[src/rtl/mtf_pkg.sv]
package mtf_pkg;

    typedef enum logic [1:0] {
        SEL_FINE   = 2'd0,
        SEL_CFLUSH = 2'd1,
        SEL_CRUN   = 2'd2
    } sel_state_e;

endpackage

[src/rtl/mtf_rr_pick.sv]
module mtf_rr_pick #(
    parameter int unsigned NUM_THR = 4,
    parameter int unsigned TID_W   = 2
) (
    input  logic [NUM_THR-1:0] cand,
    input  logic [TID_W-1:0]   start,
    output logic [TID_W-1:0]   pick,
    output logic               found
);

    // Search from start upward with wraparound; the nearest candidate wins.
    always_comb begin
        found = 1'b0;
        pick  = start;
        for (int k = NUM_THR - 1; k >= 0; k--) begin
            int s;
            s = int'(start) + k;
            if (s >= int'(NUM_THR)) begin
                s = s - int'(NUM_THR);
            end
            if (cand[s]) begin
                pick  = TID_W'(s);
                found = 1'b1;
            end
        end
    end

endmodule

[src/rtl/mtf_pc_bank.sv]
module mtf_pc_bank #(
    parameter int unsigned     NUM_THR  = 4,
    parameter int unsigned     TID_W    = 2,
    parameter int unsigned     PC_W     = 32,
    parameter logic [PC_W-1:0] RESET_PC = 'h100,
    parameter int unsigned     PC_STEP  = 4
) (
    input  logic                    clk,
    input  logic                    rst,
    input  logic                    fire,
    input  logic [TID_W-1:0]        fire_tid,
    input  logic [NUM_THR-1:0]      redir_vld,
    input  logic [NUM_THR*PC_W-1:0] redir_pc,
    output logic [PC_W-1:0]         rd_pc
);

    logic [PC_W-1:0] pc_q [NUM_THR];
    logic [PC_W-1:0] eff  [NUM_THR];

    for (genvar g = 0; g < NUM_THR; g++) begin : g_thr
        logic hit;

        assign eff[g] = redir_vld[g] ? redir_pc[g*PC_W +: PC_W] : pc_q[g];
        assign hit    = fire && (fire_tid == TID_W'(g));

        always_ff @(posedge clk) begin
            if (rst) begin
                pc_q[g] <= RESET_PC;
            end else if (hit) begin
                pc_q[g] <= eff[g] + PC_W'(PC_STEP);
            end else begin
                pc_q[g] <= eff[g];
            end
        end

        // a fetch without redirect moves this PC on by one step
        a_r5_pc_step: assert property (@(posedge clk) disable iff (rst)
            (hit && !redir_vld[g]) |=> (pc_q[g] == $past(pc_q[g]) + PC_W'(PC_STEP)));

        // an unfetched redirect lands unchanged in the PC
        a_r6_redir_load: assert property (@(posedge clk) disable iff (rst)
            (redir_vld[g] && !hit) |=> (pc_q[g] == $past(redir_pc[g*PC_W +: PC_W])));

        // an idle thread without redirect keeps its PC
        a_r5_pc_hold: assert property (@(posedge clk) disable iff (rst)
            (!redir_vld[g] && !hit) |=> $stable(pc_q[g]));
    end

    assign rd_pc = eff[fire_tid];

endmodule

[src/rtl/mtf_ctrl.sv]
module mtf_ctrl
    import mtf_pkg::*;
#(
    parameter int unsigned NUM_THR = 4,
    parameter int unsigned TID_W   = 2
) (
    input  logic               clk,
    input  logic               rst,
    input  logic               mode_coarse,
    input  logic               pref_en,
    input  logic [TID_W-1:0]   pref_tid,
    input  logic [NUM_THR-1:0] ready,
    input  logic [NUM_THR-1:0] long_stall,
    input  logic [TID_W-1:0]   pick,
    input  logic               found,
    output logic [NUM_THR-1:0] excl,
    output logic [TID_W-1:0]   rr_ptr,
    output logic               fetch_vld,
    output logic [TID_W-1:0]   fetch_tid,
    output logic               flush_req
);

    sel_state_e       st_q, st_d;
    logic [TID_W-1:0] cur_q, cur_d;
    logic [TID_W-1:0] rr_q, rr_d;

    logic pref_hit;
    logic pref_other;
    logic cur_ready;
    logic cur_long;

    function automatic logic [TID_W-1:0] tid_inc(input logic [TID_W-1:0] t);
        if (int'(t) == int'(NUM_THR) - 1) begin
            return '0;
        end
        return t + TID_W'(1);
    endfunction

    assign pref_hit   = pref_en && ready[pref_tid];
    assign pref_other = pref_hit && (pref_tid != cur_q);
    assign cur_ready  = ready[cur_q];
    assign cur_long   = long_stall[cur_q];

    // In block mode the running thread is not a switch target.
    for (genvar g = 0; g < NUM_THR; g++) begin : g_excl
        assign excl[g] = (st_q == SEL_CRUN) && (cur_q == TID_W'(g));
    end

    // State register
    always_ff @(posedge clk) begin
        if (rst) begin
            st_q  <= SEL_FINE;
            cur_q <= '0;
            rr_q  <= '0;
        end else begin
            st_q  <= st_d;
            cur_q <= cur_d;
            rr_q  <= rr_d;
        end
    end

    // Next-state logic
    always_comb begin
        st_d  = st_q;
        cur_d = cur_q;
        rr_d  = rr_q;
        unique case (st_q)
            SEL_FINE: begin
                if (mode_coarse) begin
                    st_d  = SEL_CFLUSH;
                    cur_d = rr_q;
                end else if (!pref_hit && found) begin
                    rr_d = tid_inc(pick);
                end
            end
            SEL_CFLUSH: begin
                st_d = mode_coarse ? SEL_CRUN : SEL_FINE;
            end
            SEL_CRUN: begin
                if (!mode_coarse) begin
                    st_d = SEL_FINE;
                end else if (pref_other) begin
                    st_d  = SEL_CFLUSH;
                    cur_d = pref_tid;
                end else if (cur_long && found) begin
                    st_d  = SEL_CFLUSH;
                    cur_d = pick;
                    rr_d  = tid_inc(pick);
                end
            end
            default: begin
                st_d = SEL_FINE;
            end
        endcase
    end

    // Output logic
    always_comb begin
        fetch_vld = 1'b0;
        fetch_tid = cur_q;
        flush_req = 1'b0;
        unique case (st_q)
            SEL_FINE: begin
                fetch_tid = rr_q;
                if (!mode_coarse) begin
                    if (pref_hit) begin
                        fetch_vld = 1'b1;
                        fetch_tid = pref_tid;
                    end else if (found) begin
                        fetch_vld = 1'b1;
                        fetch_tid = pick;
                    end
                end
            end
            SEL_CFLUSH: begin
                flush_req = 1'b1;
            end
            SEL_CRUN: begin
                if (mode_coarse && !pref_other && cur_ready) begin
                    fetch_vld = 1'b1;
                end
            end
            default: begin
                fetch_vld = 1'b0;
            end
        endcase
    end

    assign rr_ptr = rr_q;

    // only a ready thread is ever fetched
    a_r3_fetch_ready: assert property (@(posedge clk) disable iff (rst)
        fetch_vld |-> ready[fetch_tid]);

    // a flush lasts a single cycle
    a_r8_flush_single: assert property (@(posedge clk) disable iff (rst)
        flush_req |=> !flush_req);

    // the cycle before a flush carries no fetch
    a_r8_flush_after_gap: assert property (@(posedge clk) disable iff (rst)
        flush_req |-> !$past(fetch_vld));

    // with several ready threads, consecutive round-robin fetches differ
    a_r2_rotate: assert property (@(posedge clk) disable iff (rst)
        (!$past(rst) && st_q == SEL_FINE && $past(st_q) == SEL_FINE &&
         fetch_vld && $past(fetch_vld) && !pref_en && !$past(pref_en) &&
         $countones(ready) > 1) |-> (fetch_tid != $past(fetch_tid)));

    // an idle interleaved cycle leaves the pointer alone
    a_r4_ptr_hold: assert property (@(posedge clk) disable iff (rst)
        (st_q == SEL_FINE && !fetch_vld) |=> (rr_q == $past(rr_q)));

    // preferred fetches do not move the pointer
    a_r10_pref_ptr: assert property (@(posedge clk) disable iff (rst)
        (st_q == SEL_FINE && !mode_coarse && pref_hit) |=> (rr_q == $past(rr_q)));

    // block mode keeps issuing from one thread between switches
    a_r7_block_hold: assert property (@(posedge clk) disable iff (rst)
        (!$past(rst) && $past(st_q) == SEL_CRUN && $past(fetch_vld) && fetch_vld)
        |-> (fetch_tid == $past(fetch_tid)));

endmodule

[src/rtl/mt_fetch_sel.sv]
module mt_fetch_sel #(
    parameter int unsigned     NUM_THR  = 4,
    parameter int unsigned     PC_W     = 32,
    parameter logic [PC_W-1:0] RESET_PC = 'h100,
    parameter int unsigned     PC_STEP  = 4,
    localparam int unsigned    TID_W    = $clog2(NUM_THR)
) (
    input  logic                    clk,
    input  logic                    rst,
    input  logic                    mode_coarse,
    input  logic                    pref_en,
    input  logic [TID_W-1:0]        pref_tid,
    input  logic [NUM_THR-1:0]      short_stall,
    input  logic [NUM_THR-1:0]      long_stall,
    input  logic [NUM_THR-1:0]      redir_vld,
    input  logic [NUM_THR*PC_W-1:0] redir_pc,
    output logic                    fetch_vld,
    output logic [TID_W-1:0]        fetch_tid,
    output logic [PC_W-1:0]         fetch_pc,
    output logic                    flush_req
);

    logic [NUM_THR-1:0] ready;
    logic [NUM_THR-1:0] excl;
    logic [NUM_THR-1:0] cand;
    logic [TID_W-1:0]   rr_ptr;
    logic [TID_W-1:0]   pick;
    logic               found;

    assign ready = ~(short_stall | long_stall);
    assign cand  = ready & ~excl;

    mtf_rr_pick #(
        .NUM_THR (NUM_THR),
        .TID_W   (TID_W)
    ) u_pick (
        .cand  (cand),
        .start (rr_ptr),
        .pick  (pick),
        .found (found)
    );

    mtf_ctrl #(
        .NUM_THR (NUM_THR),
        .TID_W   (TID_W)
    ) u_ctrl (
        .clk         (clk),
        .rst         (rst),
        .mode_coarse (mode_coarse),
        .pref_en     (pref_en),
        .pref_tid    (pref_tid),
        .ready       (ready),
        .long_stall  (long_stall),
        .pick        (pick),
        .found       (found),
        .excl        (excl),
        .rr_ptr      (rr_ptr),
        .fetch_vld   (fetch_vld),
        .fetch_tid   (fetch_tid),
        .flush_req   (flush_req)
    );

    mtf_pc_bank #(
        .NUM_THR  (NUM_THR),
        .TID_W    (TID_W),
        .PC_W     (PC_W),
        .RESET_PC (RESET_PC),
        .PC_STEP  (PC_STEP)
    ) u_pcs (
        .clk       (clk),
        .rst       (rst),
        .fire      (fetch_vld),
        .fire_tid  (fetch_tid),
        .redir_vld (redir_vld),
        .redir_pc  (redir_pc),
        .rd_pc     (fetch_pc)
    );

endmodule

[config.mk]
export PLATFORM = sky130hd
export DESIGN_NAME = mt_fetch_sel
export DESIGN_NICKNAME = d
export VERILOG_FILES = /design/src/rtl/mtf_pkg.sv /design/src/rtl/mtf_rr_pick.sv /design/src/rtl/mtf_pc_bank.sv /design/src/rtl/mtf_ctrl.sv /design/src/rtl/mt_fetch_sel.sv
export SDC_FILE = /design/constraint.sdc
export NUM_CORES = 1
export LEC_CHECK = 0
export ABC_AREA = 1
export BUFFER_PORTS_ARGS = -buffer_cell sky130_fd_sc_hd__buf_2
export CORE_AREA = 2 2 170 139
export CTS_BUF_LIST = sky130_fd_sc_hd__clkbuf_16
export DETAILED_ROUTE_END_ITERATION = 6
export DIE_AREA = 0 0 172 141
export HOLD_SLACK_MARGIN = 0.12
export PLACE_DENSITY = 0.84
export SLEW_MARGIN = 15
export SYNTH_ARGS = -nofsm -noshare
export SYNTH_HDL_FRONTEND = slang
export SYNTH_SLANG_ARGS = --single-unit
[constraint.sdc]
create_clock -name clk -period 4.1 [get_ports clk]
set_input_delay 0.41 -clock clk [delete_from_list [all_inputs] [get_ports clk]]
set_output_delay 0.41 -clock clk [all_outputs]
set_load 0.01 [all_outputs]
==> summary.txt <==
Synthesis
  – Compound-Gate Fraction of Synth Area: approximately an eighth
  – Largest family of logic cells by synthesized area: simple AND/OR/NAND/NOR gates
  – Post-synthesis sequential area ratio: between 30% and 40%
  – Number of synthesized register bits: roughly 130
  – Post-synthesis average cell area: 6.657 sq um
  – Mux contribution to synthesized area: 2.552%
  – Post-synth ARST share: 0%
  – Synthesized cell area: 12260 sq um
  – Adder-cell share of the synthesized area: 0.4084%
  – Synthesized instance count: 1841
  – Simple logic cell fraction of the synthesized area: 29.64%
  – XOR/XNOR share of the synthesized area: 7.790%
  – Synth unique cells: 46
  – Main synth FF type: edfxtp_1
  – EDFF count, synth: 128
  – Ys Warns: 0

Setup path
  – WP data arrival: 3360 ps
  – Critical path startpoint category: flip-flop
  – CP required: roughly 3700 ps
  – Max FO, Critical Path: 47
  – CP Launch Point: u_ctrl.cur_q[0]
  – CP endpoint kind: output port
  – Crit path kind: reg2out
  – FF-to-FF Start: u_ctrl.cur_q[0]

Flow run
  – Max Cap Viol: 0

Cells and area
  – N_diodes: 0
  – Layout area overhead: 17.35%
  – Final #Nets: 2265
  – Layout cells sized above 1: 12.92%
  – Fillers: 2208

Clocking
  – Post-CTS Setup Inserts: 0
  – Worst skew pair latency: 440 ps
  – Clock transition at the registers of the reported paths: 70 ps
  – Inserted Clock Buffers: 17
  – Sink count of the clock tree: roughly 130
  – PostCTS Resize Cnt: 0
  – Root Buffer Master: clkbuf_16
  – H-tree Lvls: 4
  – CTS tree: yes
  – CTS max path bufs: 2
  – # hold bufs at CTS: 0

Routing
  – Remaining antenna violation count: 0
  – DR vias: 13060
  – DRT Wirelength: just over 40000 um
  – Avg Vias per Cell: 5.351
  – Wirelength per Cell: 16.68 um
  – Post-route DRC: 0
  – Drt pass-1 iters: 6
  – Iter 0 DRT Violations: around 1700

GRT
  – GRT Overall Usage: between 30 and 40%
  – Overflow after GRT: 0
  – Vias in the first global route: 11820
  – Met3 Resource Use GR: under 10%
  – Grt peak-use layer: met2
  – Largest net degree at the start of global routing: 48
  – M2 GR Usage: 50.54%
  – Met1 usage: 47.57%
  – First-pass GRT wire length: 62370 um
  – Initial antenna violation count: 0

Floorplan
  – Floorplan row count: 50
  – IO Pins: 182
  – Initial core utilization: between 50% and 60%
  – Die X-Extent: 172 um
  – Die Ht: roughly 140 um
  – Core area: 22770 sq um
  – Die area: 24250 sq um

Placement
  – Number of buffers added on ports: 181
  – HPWL Detailed: 32130 um
  – Routability cong.: 1.006

Timing
  – Final setup TNS: 0 ps
  – Finish-stage setup viols: 0
  – Maximum operating frequency: 0.2649 GHz
  – Worst-Margin Slew: between 1000 and 1500 ps
  – WHS: 338.9 ps
  – Fin. max-slew vios: 0
  – Period utilisation layout: between 90% and 100%
  – Unrepaired setup endpoints after global routing: false
  – Endpoints failing hold: 0
  – Post-route minimum period: 3775 ps
  – Worst Skew: 16.12 ps
  – Relative slew slack: 30.67%

Pwr
  – Internal power: 3122 uW
  – Part of the power in the clock network: 31.6%
  – P_leak: 0.007067 uW
  – PD cells: 348.7 nW/um^2
  – Switching Fraction: about 38%
  – Seq pwr share: 33.7%
  – Psw: 1892 uW
  – Logic pwr share: a little over a third
  – Peak VDD IR: approximately 0.23 mV

Outcome
  – Status: finished, final reports clean

Worst hold path
  – Worst hold path type: in2reg
  – Min-delay src: mode_coarse
Yosys cell counts (7+ instances only):
master    number  area (sq um)
nand3_2       11         110.1
o211ai_1       7         52.55
nor2_1       202         758.2
clkbuf_1      23         86.33
buf_4         13         97.59
nand2_1      360          1351
nand4_1       34         212.7
nor4_1        25         156.4
inv_1        367          1378
o21ai_1       62         310.3
buf_2         28         140.1
inv_2          8         30.03
nand3_1      132         660.6
nor3_1        33         165.2
a21oi_1       61         305.3
nand2_2        7         43.79
xnor2_1       14         122.6
mux2i_1       29         290.3
o21ai_0      151         755.7
edfxtp_1     128          3844
xor2_1        95         832.1
metrics by stage:
stage               util (%)  instance area [sq um]  power, uW  setup WS, ps  std cells
detailed placement     60.49                  13780       3393         616.5       2407
global route           63.15                  14380       5245         110.6       2440
CTS                    63.08                  14360       4965         267.8       2439
floorplan                  -                  12730       2836          1437       1968
finish                 63.15                  14380       5014         325.5       2440
global placement       60.49                  13780       3360         675.4       2407
worst max-delay path: stages (launching register included):
cell and delay [ps]:
dfxtp_1 480, inv_2 80, nor2_1 150, nand2_1 110, nand3_1 90, nand2_1 100, nand2_1 100, nand2_1 70
nor2_2 90, nand2_1 60, nand2_1 70, nand3_1 110, nand3_2 140, nand2_8 190, buf_4 280, o21ai_0 460
nand3_1 160, buf_2 180
sequential cells by signal, summed over array words and instances, names as in the netlist:
signal,count
u_pcs.pc_q,128
u_ctrl.cur_q,2
u_ctrl.rr_ptr,2
u_ctrl.st_q,2
worst paths after layout:
path	cells after the start	slack (ps)	end
max	17	330	fetch_pc[17]
min	3	340	u_ctrl.st_q[1]
max reg2reg	16	540	u_pcs.pc_q[1][38]
min reg2reg	1	530	u_ctrl.st_q[1]
per-layer routing:
layer / wire length (um) / part of all wire (%)
met2: 17520 / 43
met4: 1680 / 4.1
met3: 4240 / 10
met5: 0 / 0
met1: 17250 / 42
power by group through the flow:
stage	combinational [uW]	sequential, uW	clock (uW)
floorplan	1140	1700	0
global placement	1650	1710	0
detailed placement	1670	1720	0
CTS	1680	1690	1590
global route	1900	1700	1650
finish	1740	1690	1590
logic make-up (layout without fill, tap and decap cells):
family / count (synthesis) / after routing
other cells: 1 / 128
simple gates: 819 / 820
compound gates: 295 / 295
buf+inv: 448 / 607
fa+ha+maj: 4 / 4
mux: 31 / 31
xor+xnor: 109 / 109
flops: 134 / 134
layout make-up:
type / instances / area [sq um] / share of cell area [%]
tap: 312 / 390.4 / 2.714
clock buffer: 17 / 425.4 / 2.958
sequential: 134 / 3964 / 27.56
inverter: 376 / 1416 / 9.849
multi-input combinational: 1387 / 6982 / 48.55
clock inverter: 15 / 162.7 / 1.131
timing repair buffer: 199 / 1041 / 7.239
placed cells by master (no fill, tap or decap), drive strengths merged:
master    Yosys  layout
o21ai       216     216
mux2i        29      29
nor4         25      25
nor3         33      33
ha            4       4
conb          1     128
bufinv        0       3
mux2          2       2
buf          49     199
a22oi         2       2
nand4        34      34
o22ai         4       4
and2          1       1
inv         376     378
o31ai         1       1
a21oi        62      62
nand2       372     372
a2111oi       1       1
and3          1       1
clkinvlp      0       2
dfxtp         6       6
o211ai        7       7
edfxtp      128     128
clkinv        0       8
nand3       143     143
clkbuf       23      17
a31oi         1       1
nor2        209     210
o21a          1       1
xor2         95      95
or3           1       1
xnor2        14      14
(Power assumes the default switching activity.)
